## src/rtl/sat_mac_pkg.sv

```systemverilog
package sat_mac_pkg;
  typedef enum logic {
    MAC_LONG = 1'b0,
    MAC_WORD = 1'b1
  } mac_width_e;

  typedef struct packed {
    mac_width_e width;
    logic       sat;
  } mac_ctl_t;
endpackage

```

## src/rtl/sat_mac_mult.sv

```systemverilog
module sat_mac_mult
  import sat_mac_pkg::*;
#(
  parameter int DATA_W = 32,
  parameter int HALF_W = 16
) (
  input  logic                     clk,
  input  logic                     rst_n,
  input  logic                     load,
  input  mac_ctl_t                 ctl_in,
  input  logic [DATA_W-1:0]        op_a,
  input  logic [DATA_W-1:0]        op_b,
  output logic                     prod_vld,
  output mac_ctl_t                 ctl_q,
  output logic signed [2*DATA_W-1:0] prod_q
);
  localparam int ACC_W = 2 * DATA_W;
  localparam int EXT_W = DATA_W - HALF_W;

  logic [DATA_W-1:0] sel_a, sel_b;
  logic signed [ACC_W-1:0] wide_a, wide_b, prod_d;

  // choose full operand or sign-extended low half
  always_comb begin
    if (ctl_in.width == MAC_WORD) begin
      sel_a = {{EXT_W{op_a[HALF_W-1]}}, op_a[HALF_W-1:0]};
      sel_b = {{EXT_W{op_b[HALF_W-1]}}, op_b[HALF_W-1:0]};
    end else begin
      sel_a = op_a;
      sel_b = op_b;
    end
    wide_a = {{DATA_W{sel_a[DATA_W-1]}}, sel_a};
    wide_b = {{DATA_W{sel_b[DATA_W-1]}}, sel_b};
    prod_d = wide_a * wide_b;
  end

  always_ff @(posedge clk or negedge rst_n) begin
    if (!rst_n) begin
      prod_vld <= 1'b0;
      prod_q   <= '0;
      ctl_q    <= '{width: MAC_LONG, sat: 1'b0};
    end else begin
      prod_vld <= load;
      if (load) begin
        prod_q <= prod_d;
        ctl_q  <= ctl_in;
      end
    end
  end
endmodule

```

## src/rtl/sat_mac_accum.sv

```systemverilog
module sat_mac_accum
  import sat_mac_pkg::*;
#(
  parameter int DATA_W = 32,
  parameter int HALF_W = 16
) (
  input  logic                       clk,
  input  logic                       rst_n,
  input  logic                       clr,
  input  logic                       prod_vld,
  input  mac_ctl_t                   ctl,
  input  logic signed [2*DATA_W-1:0] prod,
  input  logic                       hi_wr,
  input  logic [DATA_W-1:0]          hi_wdata,
  input  logic                       lo_wr,
  input  logic [DATA_W-1:0]          lo_wdata,
  output logic [DATA_W-1:0]          hi_q,
  output logic [DATA_W-1:0]          lo_q,
  output logic                       done
);
  localparam int ACC_W = 2 * DATA_W;
  localparam logic signed [ACC_W-1:0] WORD_MAX =
    {{(DATA_W+1){1'b0}}, {(DATA_W-1){1'b1}}};
  localparam logic signed [ACC_W-1:0] WORD_MIN =
    {{(DATA_W+1){1'b1}}, {(DATA_W-1){1'b0}}};
  localparam logic [DATA_W-1:0] NEG_FILL  = {{HALF_W{1'b1}}, {(DATA_W-HALF_W){1'b0}}};
  localparam logic [DATA_W-1:0] POS_KEEP  = {{(DATA_W-HALF_W+1){1'b0}}, {(HALF_W-1){1'b1}}};
  localparam logic [DATA_W-1:0] OVF_MARK  = DATA_W'(1);
  localparam logic [DATA_W-1:0] LO_MAXPOS = {1'b0, {(DATA_W-1){1'b1}}};
  localparam logic [DATA_W-1:0] LO_MAXNEG = {1'b1, {(DATA_W-1){1'b0}}};

  logic signed [ACC_W-1:0] acc_now, sum;
  logic [DATA_W-1:0] hi_nxt, lo_nxt;

  always_comb begin
    acc_now = {hi_q, lo_q};
    sum     = acc_now + prod;
    hi_nxt  = sum[ACC_W-1:DATA_W];
    lo_nxt  = sum[DATA_W-1:0];
    if (ctl.sat) begin
      if (ctl.width == MAC_LONG) begin
        if (sum[ACC_W-1]) hi_nxt = sum[ACC_W-1:DATA_W] | NEG_FILL;
        else              hi_nxt = sum[ACC_W-1:DATA_W] & POS_KEEP;
      end else if (sum < WORD_MIN) begin
        hi_nxt = OVF_MARK;
        lo_nxt = LO_MAXNEG;
      end else if (sum > WORD_MAX) begin
        hi_nxt = OVF_MARK;
        lo_nxt = LO_MAXPOS;
      end
    end
  end

  always_ff @(posedge clk or negedge rst_n) begin
    if (!rst_n) begin
      hi_q <= '0;
      lo_q <= '0;
      done <= 1'b0;
    end else if (clr) begin
      hi_q <= '0;
      lo_q <= '0;
      done <= 1'b0;
    end else if (prod_vld) begin
      hi_q <= hi_nxt;
      lo_q <= lo_nxt;
      done <= 1'b1;
    end else begin
      done <= 1'b0;
      if (hi_wr) hi_q <= hi_wdata;
      if (lo_wr) lo_q <= lo_wdata;
    end
  end

  p_clear_zero_r8: assert property (@(posedge clk) disable iff (!rst_n)
    clr |=> (hi_q == '0 && lo_q == '0));

  p_idle_write_r10: assert property (@(posedge clk) disable iff (!rst_n)
    (hi_wr && !prod_vld && !clr) |=> hi_q == $past(hi_wdata));

  p_word_clamp_r6: assert property (@(posedge clk) disable iff (!rst_n)
    (prod_vld && !clr && ctl.sat && ctl.width == MAC_WORD) |=>
      (hi_q == OVF_MARK || hi_q == {DATA_W{lo_q[DATA_W-1]}}));

  p_long_clamp_r4: assert property (@(posedge clk) disable iff (!rst_n)
    (prod_vld && !clr && ctl.sat && ctl.width == MAC_LONG) |=>
      (hi_q[DATA_W-1:DATA_W-HALF_W] == '1 || hi_q[DATA_W-1:HALF_W-1] == '0));
endmodule

```

## src/rtl/sat_mac_unit.sv

```systemverilog
module sat_mac_unit
  import sat_mac_pkg::*;
#(
  parameter int DATA_W = 32,
  parameter int HALF_W = 16
) (
  input  logic              clk,
  input  logic              rst_n,
  input  logic              in_valid,
  output logic              in_ready,
  input  logic              in_word,
  input  logic              in_sat,
  input  logic [DATA_W-1:0] in_a,
  input  logic [DATA_W-1:0] in_b,
  input  logic              clr,
  input  logic              hi_wr,
  input  logic [DATA_W-1:0] hi_wdata,
  input  logic              lo_wr,
  input  logic [DATA_W-1:0] lo_wdata,
  output logic [DATA_W-1:0] hi_q,
  output logic [DATA_W-1:0] lo_q,
  output logic              done
);
  localparam int ACC_W = 2 * DATA_W;

  logic                    busy;
  logic                    fire;
  mac_ctl_t                ctl_in, ctl_q;
  logic signed [ACC_W-1:0] prod_q;

  assign in_ready = !busy && !clr;
  assign fire     = in_valid && in_ready;
  assign ctl_in   = '{width: mac_width_e'(in_word), sat: in_sat};

  sat_mac_mult #(.DATA_W(DATA_W), .HALF_W(HALF_W)) u_mult (
    .clk      (clk),
    .rst_n    (rst_n),
    .load     (fire),
    .ctl_in   (ctl_in),
    .op_a     (in_a),
    .op_b     (in_b),
    .prod_vld (busy),
    .ctl_q    (ctl_q),
    .prod_q   (prod_q)
  );

  sat_mac_accum #(.DATA_W(DATA_W), .HALF_W(HALF_W)) u_accum (
    .clk      (clk),
    .rst_n    (rst_n),
    .clr      (clr),
    .prod_vld (busy),
    .ctl      (ctl_q),
    .prod     (prod_q),
    .hi_wr    (hi_wr),
    .hi_wdata (hi_wdata),
    .lo_wr    (lo_wr),
    .lo_wdata (lo_wdata),
    .hi_q     (hi_q),
    .lo_q     (lo_q),
    .done     (done)
  );

  p_done_after_accept_r7: assert property (@(posedge clk) disable iff (!rst_n)
    done |-> $past(fire, 2));

  p_busy_after_accept_r7: assert property (@(posedge clk) disable iff (!rst_n)
    fire |=> !in_ready);

  p_done_single_r7: assert property (@(posedge clk) disable iff (!rst_n)
    done |=> !done);
endmodule

```

## config.mk

```make
export PLATFORM = sky130hd
export DESIGN_NAME = sat_mac_unit
export DESIGN_NICKNAME = d
export VERILOG_FILES = /design/src/rtl/sat_mac_pkg.sv /design/src/rtl/sat_mac_mult.sv /design/src/rtl/sat_mac_accum.sv /design/src/rtl/sat_mac_unit.sv
export SDC_FILE = /design/constraint.sdc
export NUM_CORES = 2
export LEC_CHECK = 0
export ABC_AREA = 1
export BUFFER_PORTS_ARGS = -buffer_cell sky130_fd_sc_hd__buf_2
export CAP_MARGIN = 20
export CORE_AREA = 2 2 415 417
export DETAILED_ROUTE_END_ITERATION = 6
export DIE_AREA = 0 0 417 419
export SETUP_SLACK_MARGIN = 0.05
export SLEW_MARGIN = 0
export SYNTH_ARGS = -nofsm -noshare
export SYNTH_HDL_FRONTEND = slang
export SYNTH_HIERARCHICAL = 1
export SYNTH_SLANG_ARGS = --single-unit
```

## constraint.sdc

```tcl
create_clock -name clk -period 4.5 [get_ports clk]
set_clock_uncertainty 0.05 [all_clocks]
set_input_delay 0.45 -clock clk [delete_from_list [all_inputs] [get_ports clk]]
set_output_delay 0.45 -clock clk [all_outputs]
set_load 0.01 [all_outputs]
```

**Word-level counts from Yosys, hierarchy flattened**

Index checks and enable logic that the tools add are counted.

- $add $sub $neg: 1
- Multiply operators: 1
- Magnitude comparators: 2
- Multiplexer cells: 19
- Reductions and logical operators: 6

Operators with widths:

| kind | number |
|---|---|
| 32-bit 2-to-1 mux | 17 |
| 64-bit adder | 1 |
| 64-bit by 32-bit > comparator with 1-bit output, second input constant | 1 |
| 64-bit by 32-bit < comparator with 1-bit output, second input constant | 1 |
| 32-bit by 32-bit multiplier with 64-bit output | 1 |
| 3-bit nonzero test | 2 |
| 1-bit logical AND | 2 |
| 1-bit logical NOT | 2 |
| 1-bit 2-to-1 mux | 2 |

- Register bits: 132
- Input bits: 136
- Output and inout bits: 66
- Logic and storage cells: 36

**Longest topological paths before layout**

- Depth after elaboration: 8
- Mapped depth: 37
- Mapped depth without buffers: 34

**Modules after synthesis**

Netlist, hierarchy kept.

Modules (own cells, without submodules):

| module | instances | cells each | area an instance (µm²) | seq. area each (µm²) |
|---|---|---|---|---|
| sat_mac_mult | 1 | 5063 | 40547.6 | 1676.6 |
| sat_mac_accum | 1 | 2012 | 10213.5 | 1626.6 |
| sat_mac_unit | 1 | 6 | 27.5 | 0.0 |

**Worst setup path after synthesis**

OpenSTA, ideal clock, no wires.

- Kind: input-to-reg
- From: input in_a[15]
- To: register u_mult.prod_q[62]
- Setup time: 117 ps
- Data arrival time: 7565 ps
- Required time: 4333 ps
- Path slack: -3232 ps
- Stages on the path: 30
- Buffers on the path: 2
- Cell sequence: buf_2 > nand2_1 > inv_2 > a21oi_1 > inv_1 > buf_2 > nand2_1 > inv_1 > fa_1 > fa_1 > fa_1 > fa_1 > inv_1 > fa_1 > inv_1 > fa_1 > inv_1 > fa_1 > fa_1 > inv_1 > ha_1 > nand2_1 > nor2_1 > nand2_1 > nor4_1 > nand2_1 > nand2_1 > nand2_1 > nand3_1 > nand2_1

- Word-level cells in the longest chain between the ends: 2

RTL lines:

| item | RTL line | RTL |
|---|---|---|
| start: declaration | sat_mac_unit.sv:13 | `input logic [DATA_W-1:0] in_a,` |
| 32-bit 2-to-1 mux | sat_mac_mult.sv:25 | `if (ctl_in.width == MAC_WORD) begin` |
| 32-bit by 32-bit multiplier with 64-bit output | sat_mac_mult.sv:34 | `prod_d = wide_a * wide_b;` |
| end signal: assignment | sat_mac_mult.sv:45 | `prod_q <= prod_d;` |
| end: declaration | sat_mac_mult.sv:15 | `output logic signed [2*DATA_W-1:0] prod_q` |

No other way between the ends.
A chain may end at the register's enable or synchronous reset.

**Worst setup path in the final report**

- From: input in_word
- To: register u_mult.prod_q[62]

- Word-level cells in the longest chain between the ends: 2
- Elaborated cells on any way between the ends: 3
- Classes of those cells: 1 x mul; 2 x mux

RTL lines:

| item | RTL line | RTL |
|---|---|---|
| start: declaration | sat_mac_unit.sv:11 | `input logic in_word,` |
| 32-bit 2-to-1 mux | sat_mac_mult.sv:25 |  |
| 32-bit by 32-bit multiplier with 64-bit output * | sat_mac_mult.sv:34 |  |

Every way passes the cells marked *; elsewhere a longest branch is shown, timed or not.

==> results.md <==
Run status:
- The flow ran to the end, but the final reports show violations.
- The checks that failed: negative setup slack.

Critical path:
- The category of the worst setup path launch point is an input pin.
- The critical path data required time is 4.81 ns.
- The most numerous cell type found on the critical path is sky130_fd_sc_hd__fa_1.
- In this run the worst path has a maximum fanout of 7.
- For the worst flop-to-flop path, the logic depth is 24.
- In this design, the stage delay of the slowest critical-path cell is 0.59 ns.
- STA puts the critical path data arrival time at 7.31 ns.
- The setup path with the least slack is of type input pin to flop.
- The type of destination of the critical path is a flop.
- The cell type of the slowest stage on the worst timing path is sky130_fd_sc_hd__fa_1.

Die:
- The die is 419 um tall.
- The effective utilization at floorplan is 29.77%.
- The site row count is 152.
- In this run the horizontal extent of the chip is 417 um.
- The die area is 174700 um^2.
- The core area is 170600 um^2.
- The count of pins on the block boundary is 202.

Synth:
- The post-synth net total is 8547.
- In this run the mean area of a mapped cell was 7.173 um^2.
- Counting every instance in the synthesized netlist gives 7081.
- The top cell type's share of synthesized area is 42.69%.
- Sorting the synthesized cells by area gives the leading types as sky130_fd_sc_hd__fa_1 (43%), sky130_fd_sc_hd__nand2_1 (17%), sky130_fd_sc_hd__inv_1 (13%).
- The cell type with the highest aggregate area in the netlist is sky130_fd_sc_hd__fa_1.
- The warning count from the yosys run is 6.
- The count of distinct cell types in the synthesized netlist is 41.
- The sequential element share of the synthesized area is 6.504%.
- Counting flops and latches in the post-synthesis netlist gives 132.
- The summed instance area of the synthesized netlist is 50790 um^2.

Clocking:
- TritonCTS built the clock tree.
- After clock tree synthesis, the clock-pin slew on the worst setup and hold paths is 0.07 ns.
- The later pin in the worst-skew pair is clocked with a latency of 0.48 ns.
- The number of sinks driven by the clock tree is 132.
- The clock passes through at most 2 buffers.
- Clock tree synthesis selected as its root buffer the cell sky130_fd_sc_hd__clkbuf_16.
- The number of clock buffers added by TritonCTS is 17.
- CTS built an H-tree with a depth of 4.

STA:
- Headroom to the max-slew limit came out at 47.75%.
- The total count of hold-check failures in the final report is 0.
- Setup slack on the critical path of the routed design comes to -2.501 ns.
- The transition time at the pin with the least slew margin is 0.7837 ns.
- The final number of max-transition violations is 0.
- The final hold slack is 0.1452 ns.
- The fmax is 0.1428 GHz.
- The final worst-path cycle share is 155.6%.
- Setup repair after global routing could not meet its margin everywhere.
- The final setup violation count is 56.
- The shortest period the worst path allows is 7.001 ns.

GRT:
- The first global-routing pass estimated 294300 um of wire.
- The all-layer global routing usage is 22.10%.
- The maximum number of pins on one net before global-route repair is 79.
- The number of global-route vias before repair is 49385.
- After global routing the overflow that remains totals 0.
- The number of antenna violations at the first check in global routing is 2.

Worst hold path:
- The number of stages on the worst hold path is 3.
- The class of the tightest hold or removal check is input pin to flop.

Detailed routing:
- The detailed router finished its first iteration with 3199 violations.
- The total iterations of the first detailed-routing run is 6.
- For this run, design rule violations remaining after detail routing come to 0.
- Dividing the detail-routed via count by the number of cells gives 4.619.
- Detailed routing inserted a total of 46488 vias.
- The final routed wire length divided by cell count is 18.92 um.
- The remaining antenna violation count is 0.
- Wires add up to 190400 um.

Cells and area:
- Cells fill 38.05% of the core in the end.
- In the final layout, the share of cells above drive strength 1 is 21.70%.
- Leaving out fill and tap cells, the most frequent cell in the layout is sky130_fd_sc_hd__nand2_1.
- The fill cell total of the finished layout is 17529.
- The number of nets in the layout is 9281.
- The post-route non-filler standard cell count is 10064.
- The top cell types in the final layout, fill and taps aside, are sky130_fd_sc_hd__nand2_1 (2093), sky130_fd_sc_hd__inv_1 (1717), sky130_fd_sc_hd__fa_1 (1019).
- The finished cells cover 64910 um^2.
- Relative to the synthesized area, the layout overhead comes to 27.81%.

Placed design:
- Once placement finished, the instance area stood at 59700 um^2.
- The routability congestion estimate is 0.9978.
- The final HPWL from detailed placement is 165000 um.
- The instance count after placement with tap cells included is 9901.
- The number of input and output port buffers inserted is 201.

Run:
- The max-capacitance violation count is 0.
[routing by layer]
layer	global-route usage (%)	vias up	routed length [um]
met5	0	-	0
met4	7.701	0	7543
met3	2.086	274	9830
met2	38.04	1324	91830
met1	28.96	23196	81240
li1	-	21694	-
[flip-flops by register name, summed over array words and instances, names as in the netlist]
signal / count
u_mult/ctl_q: 2
u_mult/prod_vld: 1
u_accum/hi_q: 32
u_mult/prod_q: 64
u_accum/lo_q: 32
u_accum/done: 1
[per-stage QoR]
step / setup slack (ns) / setup TNS (ns)
floorplan: -2.803 / -119.13
global placement: -3.365 / -162.05
detailed placement: -3.337 / -163.95
CTS: -2.413 / -113.00
global route: -2.700 / -126.44
finish: -2.501 / -115.70
[repair_timing]
action / 4_1_cts / 5_1_grt
gates resized for setup: 707 / 167
cloned: 8 / 1
setup endpoints to repair: 57 / 76
hold buffers: 1 / 0
setup buffers: 82 / 37
pin swaps: 202 / 145
endpoints found under the hold margin: 20 / 0
[worst max-delay path, delay by kind of cell]
kind,cells,cell delay [ns]
AO/OA/AOI/OAI,1,0.21
adder cells (fa/ha/maj),9,4.42
AND/OR/NAND/NOR,11,1.14
buffers and inverters,10,1.07
[logic make-up (layout without fill, tap and decap cells)]
group	count (synthesis)	count (layout)	share of synthesized area, %
and+or+nand+nor	3243	3243	25.45
buffers and inverters	2065	2812	15.52
adders and majority gates	1330	1330	48.77
AOI/OAI and AO/OA	257	257	2.821
DFF	132	132	6.504
xor gates and xnor gates	54	54	0.9312
other	0	3	0
[final cells by class]
| type | instances | area (um^2) | area share (%) |
|---|---|---|---|
| antenna | 3 | 7.507 | 0.01156 |
| clock buffer | 17 | 425.4 | 0.6553 |
| clock inverter | 15 | 137.6 | 0.2120 |
| inverter | 1836 | 6967 | 10.73 |
| multi-input combinational | 4884 | 43020 | 66.26 |
| sequential | 132 | 3304 | 5.090 |
| tap | 2233 | 2794 | 4.304 |
| timing repair buffer | 943 | 8258 | 12.72 |
| timing repair inverter | 1 | 6.256 | 0.009637 |
[path summary, 6_finish.rpt]
check / end / slack (ns) / start
max in group asynchronous: u_mult/prod_vld / 2.82 / rst_n
min: u_accum/lo_q[31] / 0.15 / lo_wdata[31]
min in group asynchronous: u_accum/hi_q[23] / 0.53 / rst_n
max reg2reg: u_accum/lo_q[20] / 0.32 / u_mult/prod_q[0]
max: u_mult/prod_q[62] / -2.50 / in_word
min reg2reg: u_mult/ctl_q[0] / 0.43 / u_mult/ctl_q[0]
[synthesized netlist by cell type (all sizes together)]
master     n
nand2   2290
inv     1827
fa      1083
nor2     619
ha       247
nand3    240
a21oi    153
clkbuf   141
dfrtp    132
buf       88
o21ai     87
xnor2     51
nand4     33
nand3b    19
nor3      15
nor4      14
o21bai    10
clkinv     9
or2        5
and2       4
and3       4
o31ai      3
xor2       3
a21o       2
a31oi      1
o21a       1
Power is not shown: default switching activity piles up to over one toggle a cycle in this logic, so the estimate is an artifact.
